File: config.mk
export PLATFORM = sky130hd
export DESIGN_NAME = dmac_ctl_top
export DESIGN_NICKNAME = d
export VERILOG_FILES = /design/src/rtl/dmac_pkg.sv /design/src/rtl/dmac_port_decode.sv /design/src/rtl/dmac_cfg_regs.sv /design/src/rtl/dmac_status_reg.sv /design/src/rtl/dmac_arbiter.sv /design/src/rtl/dmac_ctl_top.sv
export SDC_FILE = /design/constraint.sdc
export NUM_CORES = 1
export LEC_CHECK = 0
export CAP_MARGIN = 5
export CELL_PAD_IN_SITES_DETAIL_PLACEMENT = 1
export CELL_PAD_IN_SITES_GLOBAL_PLACEMENT = 2
export CORE_UTILIZATION = 25
export CTS_CLUSTER_SIZE = 8
export DETAILED_ROUTE_END_ITERATION = 7
export PLACE_DENSITY_LB_ADDON = 0.25
export SYNTH_ARGS = -nofsm -noshare
export SYNTH_HDL_FRONTEND = slang
export SYNTH_SLANG_ARGS = --single-unit
File: constraint.sdc
create_clock -name clk -period 1.9 [get_ports clk]
set_input_delay 0.57 -clock clk [delete_from_list [all_inputs] [get_ports clk]]
set_output_delay 0.57 -clock clk [all_outputs]
set_load 0.03 [all_outputs]
File: src/rtl/dmac_pkg.sv
// Package: shared constants and the decoded-access record for the DMA
// control register bank. Assumes an 8-bit port and four channels.
package dmac_pkg;
    localparam int DATA_W = 8;
    localparam int NUM_CH = 4;
    localparam int CH_W   = $clog2(NUM_CH);

    typedef enum logic [2:0] {
        OFF_CMD_STAT  = 3'd0,
        OFF_SW_REQ    = 3'd1,
        OFF_MASK_ONE  = 3'd2,
        OFF_MODE      = 3'd3,
        OFF_BP_CLR    = 3'd4,
        OFF_MCLR      = 3'd5,
        OFF_MASK_NONE = 3'd6,
        OFF_MASK_ALL  = 3'd7
    } ctl_off_e;

    typedef struct packed {
        logic            cmd_we;
        logic            sreq_we;
        logic            smask_we;
        logic            mode_we;
        logic            bp_clr;
        logic            mclr;
        logic            mask_clr_all;
        logic            mask_load;
        logic            stat_rd;
        logic            mask_rd;
        logic [CH_W-1:0] ch;
        logic            bit2;
    } ctl_acc_t;

    // Command bits that may be set; everything else is rejected.
    localparam logic [DATA_W-1:0] CMD_ALLOWED = 8'h04;
endpackage

File: src/rtl/dmac_port_decode.sv
// Module: turns a port access (strobe, offset, data) into one-hot action
// strobes. Assumes at most one write and one read per cycle.
module dmac_port_decode
    import dmac_pkg::*;
(
    input  logic              io_wr,
    input  logic              io_rd,
    input  logic [2:0]        io_off,
    input  logic [DATA_W-1:0] io_wdata,
    output ctl_acc_t          acc
);
    // Decode offset into action strobes.
    always_comb begin
        acc              = '0;
        acc.ch           = io_wdata[CH_W-1:0];
        acc.bit2         = io_wdata[2];
        if (io_wr) begin
            unique case (ctl_off_e'(io_off))
                OFF_CMD_STAT:  acc.cmd_we       = 1'b1;
                OFF_SW_REQ:    acc.sreq_we      = 1'b1;
                OFF_MASK_ONE:  acc.smask_we     = 1'b1;
                OFF_MODE:      acc.mode_we      = 1'b1;
                OFF_BP_CLR:    acc.bp_clr       = 1'b1;
                OFF_MCLR:      acc.mclr         = 1'b1;
                OFF_MASK_NONE: acc.mask_clr_all = 1'b1;
                OFF_MASK_ALL:  acc.mask_load    = 1'b1;
                default:       acc.cmd_we       = 1'b0;
            endcase
        end
        if (io_rd) begin
            acc.stat_rd = (ctl_off_e'(io_off) == OFF_CMD_STAT);
            acc.mask_rd = (ctl_off_e'(io_off) == OFF_MASK_ALL);
        end
    end
endmodule

File: src/rtl/dmac_cfg_regs.sv
// Module: command, per-channel mode, mask and byte pointer registers.
// Assumes decoded strobes from dmac_port_decode; synchronous active-low reset.
module dmac_cfg_regs
    import dmac_pkg::*;
#(
    parameter int NCH = NUM_CH,
    parameter int DW  = DATA_W
) (
    input  logic              clk,
    input  logic              rst_n,
    input  ctl_acc_t          acc,
    input  logic [DW-1:0]     wdata,
    input  logic              bp_toggle,
    output logic [DW-1:0]     cmd_q,
    output logic [NCH*DW-1:0] mode_q,
    output logic [NCH-1:0]    mask_q,
    output logic              bp_q
);
    logic cmd_ok;

    // Accept a command only if no unsupported bit is set.
    assign cmd_ok = ((wdata & ~CMD_ALLOWED) == '0);

    // Command register with master clear.
    always_ff @(posedge clk) begin
        if (!rst_n || acc.mclr)          cmd_q <= '0;
        else if (acc.cmd_we && cmd_ok)   cmd_q <= wdata;
    end

    // Mask register: master clear, clear-all, load-all, single bit.
    always_ff @(posedge clk) begin
        if (!rst_n || acc.mclr)   mask_q <= '1;
        else if (acc.mask_clr_all) mask_q <= '0;
        else if (acc.mask_load)    mask_q <= wdata[NCH-1:0];
        else if (acc.smask_we)     mask_q[acc.ch] <= acc.bit2;
    end

    // Byte pointer: clears win over toggles.
    always_ff @(posedge clk) begin
        if (!rst_n || acc.mclr || acc.bp_clr) bp_q <= 1'b0;
        else if (bp_toggle)                   bp_q <= ~bp_q;
    end

    // One mode byte per channel.
    for (genvar g = 0; g < NCH; g++) begin : g_mode
        always_ff @(posedge clk) begin
            if (!rst_n)                                    mode_q[g*DW +: DW] <= '0;
            else if (acc.mode_we && (int'(acc.ch) == g))   mode_q[g*DW +: DW] <= wdata;
        end
    end

    assert_cmd_reject_R1: assert property (@(posedge clk) disable iff (!rst_n)
        (acc.cmd_we && !acc.mclr && (wdata & ~CMD_ALLOWED) != '0) |=> $stable(cmd_q));
    assert_mclr_mask_R6: assert property (@(posedge clk) disable iff (!rst_n)
        acc.mclr |=> (mask_q == '1 && cmd_q == '0 && !bp_q));
    assert_bp_clear_R5: assert property (@(posedge clk) disable iff (!rst_n)
        acc.bp_clr |=> !bp_q);
endmodule

File: src/rtl/dmac_status_reg.sv
// Module: request and terminal-count flags forming the status byte.
// Assumes hardware inputs override software writes; tc set wins over clears.
module dmac_status_reg
    import dmac_pkg::*;
#(
    parameter int NCH = NUM_CH
) (
    input  logic           clk,
    input  logic           rst_n,
    input  ctl_acc_t       acc,
    input  logic [NCH-1:0] hw_req_set,
    input  logic [NCH-1:0] hw_req_clr,
    input  logic [NCH-1:0] tc_pulse,
    output logic [NCH-1:0] req_q,
    output logic [NCH-1:0] tc_q
);
    for (genvar g = 0; g < NCH; g++) begin : g_ch
        logic sel;
        assign sel = acc.sreq_we && (int'(acc.ch) == g);

        // Request flag: clear, software value, hardware release, hardware set.
        always_ff @(posedge clk) begin
            if (!rst_n)              req_q[g] <= 1'b0;
            else if (hw_req_set[g])  req_q[g] <= 1'b1;
            else if (hw_req_clr[g])  req_q[g] <= 1'b0;
            else if (acc.mclr)       req_q[g] <= 1'b0;
            else if (sel)            req_q[g] <= acc.bit2;
        end

        // Terminal-count flag: pulse wins over every clear.
        always_ff @(posedge clk) begin
            if (!rst_n)                                tc_q[g] <= 1'b0;
            else if (tc_pulse[g])                      tc_q[g] <= 1'b1;
            else if (acc.mclr || acc.stat_rd || sel)   tc_q[g] <= 1'b0;
        end

        assert_hw_set_R11: assert property (@(posedge clk) disable iff (!rst_n)
            hw_req_set[g] |=> req_q[g]);
        assert_tc_set_R12: assert property (@(posedge clk) disable iff (!rst_n)
            tc_pulse[g] |=> tc_q[g]);
        assert_stat_rd_clear_R8: assert property (@(posedge clk) disable iff (!rst_n)
            (acc.stat_rd && !tc_pulse[g]) |=> !tc_q[g]);
    end
endmodule

File: src/rtl/dmac_arbiter.sv
// Module: registers the eligible-channel vector and grants the lowest
// eligible channel. Assumes mask and request arrive as register outputs.
module dmac_arbiter
    import dmac_pkg::*;
#(
    parameter int NCH = NUM_CH
) (
    input  logic           clk,
    input  logic           rst_n,
    input  logic [NCH-1:0] mask_q,
    input  logic [NCH-1:0] req_q,
    output logic [NCH-1:0] elig_q,
    output logic [NCH-1:0] grant
);
    // Register unmasked-and-requesting channels.
    always_ff @(posedge clk) begin
        if (!rst_n) elig_q <= '0;
        else        elig_q <= req_q & ~mask_q;
    end

    // Fixed priority: lowest index wins.
    always_comb begin
        logic found;
        found = 1'b0;
        grant = '0;
        for (int i = 0; i < NCH; i++) begin
            if (elig_q[i] && !found) begin
                grant[i] = 1'b1;
                found    = 1'b1;
            end
        end
    end

    assert_grant_onehot_R10: assert property (@(posedge clk) disable iff (!rst_n)
        $onehot0(grant));
    assert_grant_in_elig_R10: assert property (@(posedge clk) disable iff (!rst_n)
        (grant & ~elig_q) == '0);
    assert_mask_blocks_R9: assert property (@(posedge clk) disable iff (!rst_n)
        ((elig_q & $past(mask_q)) == '0));
endmodule

File: src/rtl/dmac_ctl_top.sv
// Module: top of the DMA control register bank. Ties decode, configuration,
// status and arbitration together and drives the combinational read mux.
module dmac_ctl_top
    import dmac_pkg::*;
(
    input  logic        clk,
    input  logic        rst_n,
    input  logic        io_wr,
    input  logic        io_rd,
    input  logic [2:0]  io_off,
    input  logic [7:0]  io_wdata,
    output logic [7:0]  io_rdata,
    input  logic        bp_toggle,
    input  logic [3:0]  hw_req_set,
    input  logic [3:0]  hw_req_clr,
    input  logic [3:0]  tc_pulse,
    output logic [7:0]  cmd_out,
    output logic [31:0] mode_out,
    output logic [3:0]  mask_out,
    output logic        bp_out,
    output logic [3:0]  eligible,
    output logic [3:0]  grant
);
    ctl_acc_t          acc;
    logic [NUM_CH-1:0] req_q;
    logic [NUM_CH-1:0] tc_q;

    dmac_port_decode u_dec (
        .io_wr(io_wr), .io_rd(io_rd), .io_off(io_off),
        .io_wdata(io_wdata), .acc(acc)
    );

    dmac_cfg_regs #(.NCH(NUM_CH), .DW(DATA_W)) u_cfg (
        .clk(clk), .rst_n(rst_n), .acc(acc), .wdata(io_wdata),
        .bp_toggle(bp_toggle), .cmd_q(cmd_out), .mode_q(mode_out),
        .mask_q(mask_out), .bp_q(bp_out)
    );

    dmac_status_reg #(.NCH(NUM_CH)) u_stat (
        .clk(clk), .rst_n(rst_n), .acc(acc),
        .hw_req_set(hw_req_set), .hw_req_clr(hw_req_clr),
        .tc_pulse(tc_pulse), .req_q(req_q), .tc_q(tc_q)
    );

    dmac_arbiter #(.NCH(NUM_CH)) u_arb (
        .clk(clk), .rst_n(rst_n), .mask_q(mask_out), .req_q(req_q),
        .elig_q(eligible), .grant(grant)
    );

    // Read mux: status, mask, or zero.
    always_comb begin
        if (acc.stat_rd)      io_rdata = {req_q, tc_q};
        else if (acc.mask_rd) io_rdata = {{(DATA_W-NUM_CH){1'b0}}, mask_out};
        else                  io_rdata = '0;
    end
endmodule

==> results.json <==
{
  "status": "complete, but fails checks",
  "violations": "negative setup slack",
  "clk_latency_ns": 0.34,
  "grt_max_degree": 29,
  "cts_made_buffers": 9,
  "grt_pass1_wl_um": 12080,
  "drt_iter0_drc": 32,
  "stdcell_area_um2": 3877,
  "min-delay-path-class": "reg2reg",
  "setup_violations": 8,
  "vdd_ir_drop_max_v": 0.0004123,
  "grt_use_total": 0.1600,
  "synthTopCellsByArea": "dfxtp_1, mux2i_1, nor2_1, and3_1, nand2_1",
  "htreeDepth": 3,
  "crit_type": "in2out",
  "arrival_ns": 1.38,
  "cp_max_fo": 9,
  "timing.fmax_mhz": 512.4,
  "fin_ws_ns": -0.05160,
  "drt_wl_total_um": 7383,
  "dpl.hpwl_um": 5563,
  "cts_tree": "built",
  "vias": 2228,
  "cts.sinks": 57,
  "n_antenna_cell": 0,
  "end_kind": "primary output",
  "tightest_slew_ns": 0.3580,
  "initial_utilization": 0.2622,
  "syn_inst": 246,
  "gr-total-overflow": 0,
  "slew_viol_final": 0,
  "fin_skew_ns": 0.003701,
  "clockBufferDepth": 2,
  "die_y_um": 98.56,
  "rsz0062_at_grt": "true",
  "dieArea_um2": 9714,
  "finalHoldViolations": 0,
  "yosys.area.top_type_share": 0.4895,
  "max_stage_delay_ns": 0.21,
  "period_share": 1.027,
  "ys_warn_count": 0,
  "placementRows": 34,
  "first_global_vias": 2389,
  "cp.required_ns": 1.33,
  "max_cap_viol_count": 0,
  "syn_to_final_growth_pct": 66.34,
  "root_buffer": "clkbuf_8",
  "hold_depth": 2,
  "nets": 401,
  "place_congestion": 0.7677,
  "holdWs_ns": 0.4303,
  "synthFlopType": "dfxtp_1",
  "wl_per_cell_um": 15.19,
  "cts_hold_buf": 0,
  "io_pins": 89,
  "drt-vias-per-instance": 4.584,
  "min_period_ns": 1.952,
  "power.static_leakage_nw": 1.842,
  "ant_nets": 0,
  "drive_above_1_share": 0.2593,
  "dpl-instance-area_um2": 3620,
  "ys_ff_latch": 57,
  "crit_chain": "buf_8 -> nor3_4 -> buf_12 -> a22oi_2 -> nor2b_2 -> buf_6",
  "synth-edff-count": 0,
  "dieWidth_um": 98.56,
  "powerDensity_nw_per_um2": 778.5,
  "core-area_um2": 8891,
  "async_flop_share": 0,
  "crit_path_start_kind": "input port",
  "synth_cell_types": 40,
  "postSynthAreaPerCell_um2": 9.476,
  "syn-num-nets": 274,
  "relSlewSlack": 0.7623,
  "drc": 0,
  "port_buffers": 88,
  "syn_area_um2": 2331,
  "ys_seq_area_frac": 0.4895,
  "synth_top_cell_by_area": "dfxtp_1",
  "drtPass1Iterations": 4,
  "reg2regPathDepth": 3,
  "antenna_found_initial": 0,
  "cp_slowest_cell": "nor3_4",
  "clk_pin_slew_ns": 0.06
}
==> worst max-delay path, delay by kind of cell <==
kind                   cells  cell delay (ns)
AOI/OAI and AO/OA          1             0.08
and+or+nand+nor            2             0.34
buffers and inverters      3             0.39
==> per-layer routing <==
layer  up-vias  track usage  share of wire
li1       1103            -              -
met1      1054       0.1724           0.42
met2        65       0.2871           0.50
met3         6      0.06667          0.066
met4         0      0.04478          0.010
met5         -            0              0
==> cell families after synthesis <==
group	Yosys count	synth area share
buffers and inverters	22	0.04938
XOR/XNOR	1	0.003758
flip-flops	57	0.4895
multiplexers	28	0.1202
AND/OR/NAND/NOR	106	0.2394
AO/OA/AOI/OAI	32	0.09770
==> final timing paths <==
| path | startpoint | end | slack [ns] |
|---|---|---|---|
| worst min-delay path | u_cfg.mode_q[9]$_SDFFE_PN0P_ | u_cfg.mode_q[9]$_SDFFE_PN0P_ | 0.43 |
| worst max-delay path | io_off[1] | io_rdata[1] | -0.05 |
| worst max register to register | u_cfg.mask_q[1]$_SDFFE_PP1P_ | u_cfg.mask_q[1]$_SDFFE_PP1P_ | 1.06 |
| worst min register to register | u_cfg.mode_q[9]$_SDFFE_PN0P_ | u_cfg.mode_q[9]$_SDFFE_PN0P_ | 0.43 |
==> synth_stat cells (2+ instances only) <==
library cell and count:
buf_2 5, nand3_1 5, o21ai_0 7, nand2b_1 2
dfxtp_1 57, nor4b_1 3, a32o_1 4, nor3_1 2
a21oi_1 8, a31oi_1 2, clkbuf_1 6, nand2_1 16
nor2b_1 7, inv_1 5, buf_4 5, nor2_1 45
mux2i_1 28, a22oi_1 4, and3_1 14
==> registers in the layout, summed over array words and instances (netlist names) <==
name,count
u_cfg.mask_q,4
u_cfg.cmd_q,8
u_stat.req_q,4
u_stat.tc_q,4
u_cfg.bp_q,1
u_cfg.mode_q,32
u_arb.elig_q,4
==> cells in the final DEF (no fill, tap or decap), types with 2 or more instances in the layout <==
cell	Yosys	final
nor2b_1	7	3
clkbuf_2	0	2
buf_8	0	2
clkbuf_8	0	10
a21oi_1	8	8
and3_1	14	10
dfxtp_1	57	57
nor3_4	1	2
nor2b_2	0	4
buf_12	0	3
nand2b_1	2	2
nand3_1	5	5
clkdlybuf4s50_1	0	22
inv_2	0	2
and3_2	0	4
a31oi_1	2	2
bufinv_16	0	3
nor3_1	2	2
a32o_1	4	4
inv_1	5	2
dlygate4sd2_1	0	51
nor4b_1	3	2
mux2i_1	28	28
nand2_1	16	16
buf_6	1	10
o21ai_0	7	7
nor2_1	45	45
clkinv_4	0	2
buf_4	5	41
a22oi_2	0	4
==> cell type report <==
cell class              count  area (µm²)
clock buffers              10       137.6
clock inverters             6       115.1
fillers                  1052        5014
inverters                   5       21.27
multi-input cells         167        1122
flip-flops and latches     57        1141
well taps                 108       135.1
repair buffers            133        1205
==> metrics by stage <==
| stage | setup slack, ns | std cells | power (mW) | utilization | setup TNS, ns |
|---|---|---|---|---|---|
| final | -0.05160 | 486 | 3.018 | 0.4361 | -0.2325 |
| after global routing | -0.1047 | 486 | 3.161 | 0.4361 | -0.5513 |
| after CTS | -0.09097 | 485 | 3.050 | 0.4323 | -0.3940 |
| after detailed placement | -0.6056 | 469 | 1.619 | 0.4071 | -22.77 |
| after global placement | -0.5889 | 469 | 1.615 | 0.4071 | -21.03 |
| after floorplan | -0.1388 | 246 | 1.430 | - | -0.5500 |
==> power breakdown <==
group | internal, mW | total (mW) | switching [mW]
Sequential | 1.22 | 1.24 | 0.0178
Clock | 0.911 | 1.43 | 0.515
Combinational | 0.175 | 0.353 | 0.179
Total | 2.31 | 3.02 | 0.711
==> repair_timing <==
item,4_1_cts,5_1_grt
gates resized for setup,86,17
endpoints found under the hold margin,0,0
setup buffers,0,1
endpoints found under the setup margin,93,16
pin swaps,2,2
Power figures use the tool's default switching activity.
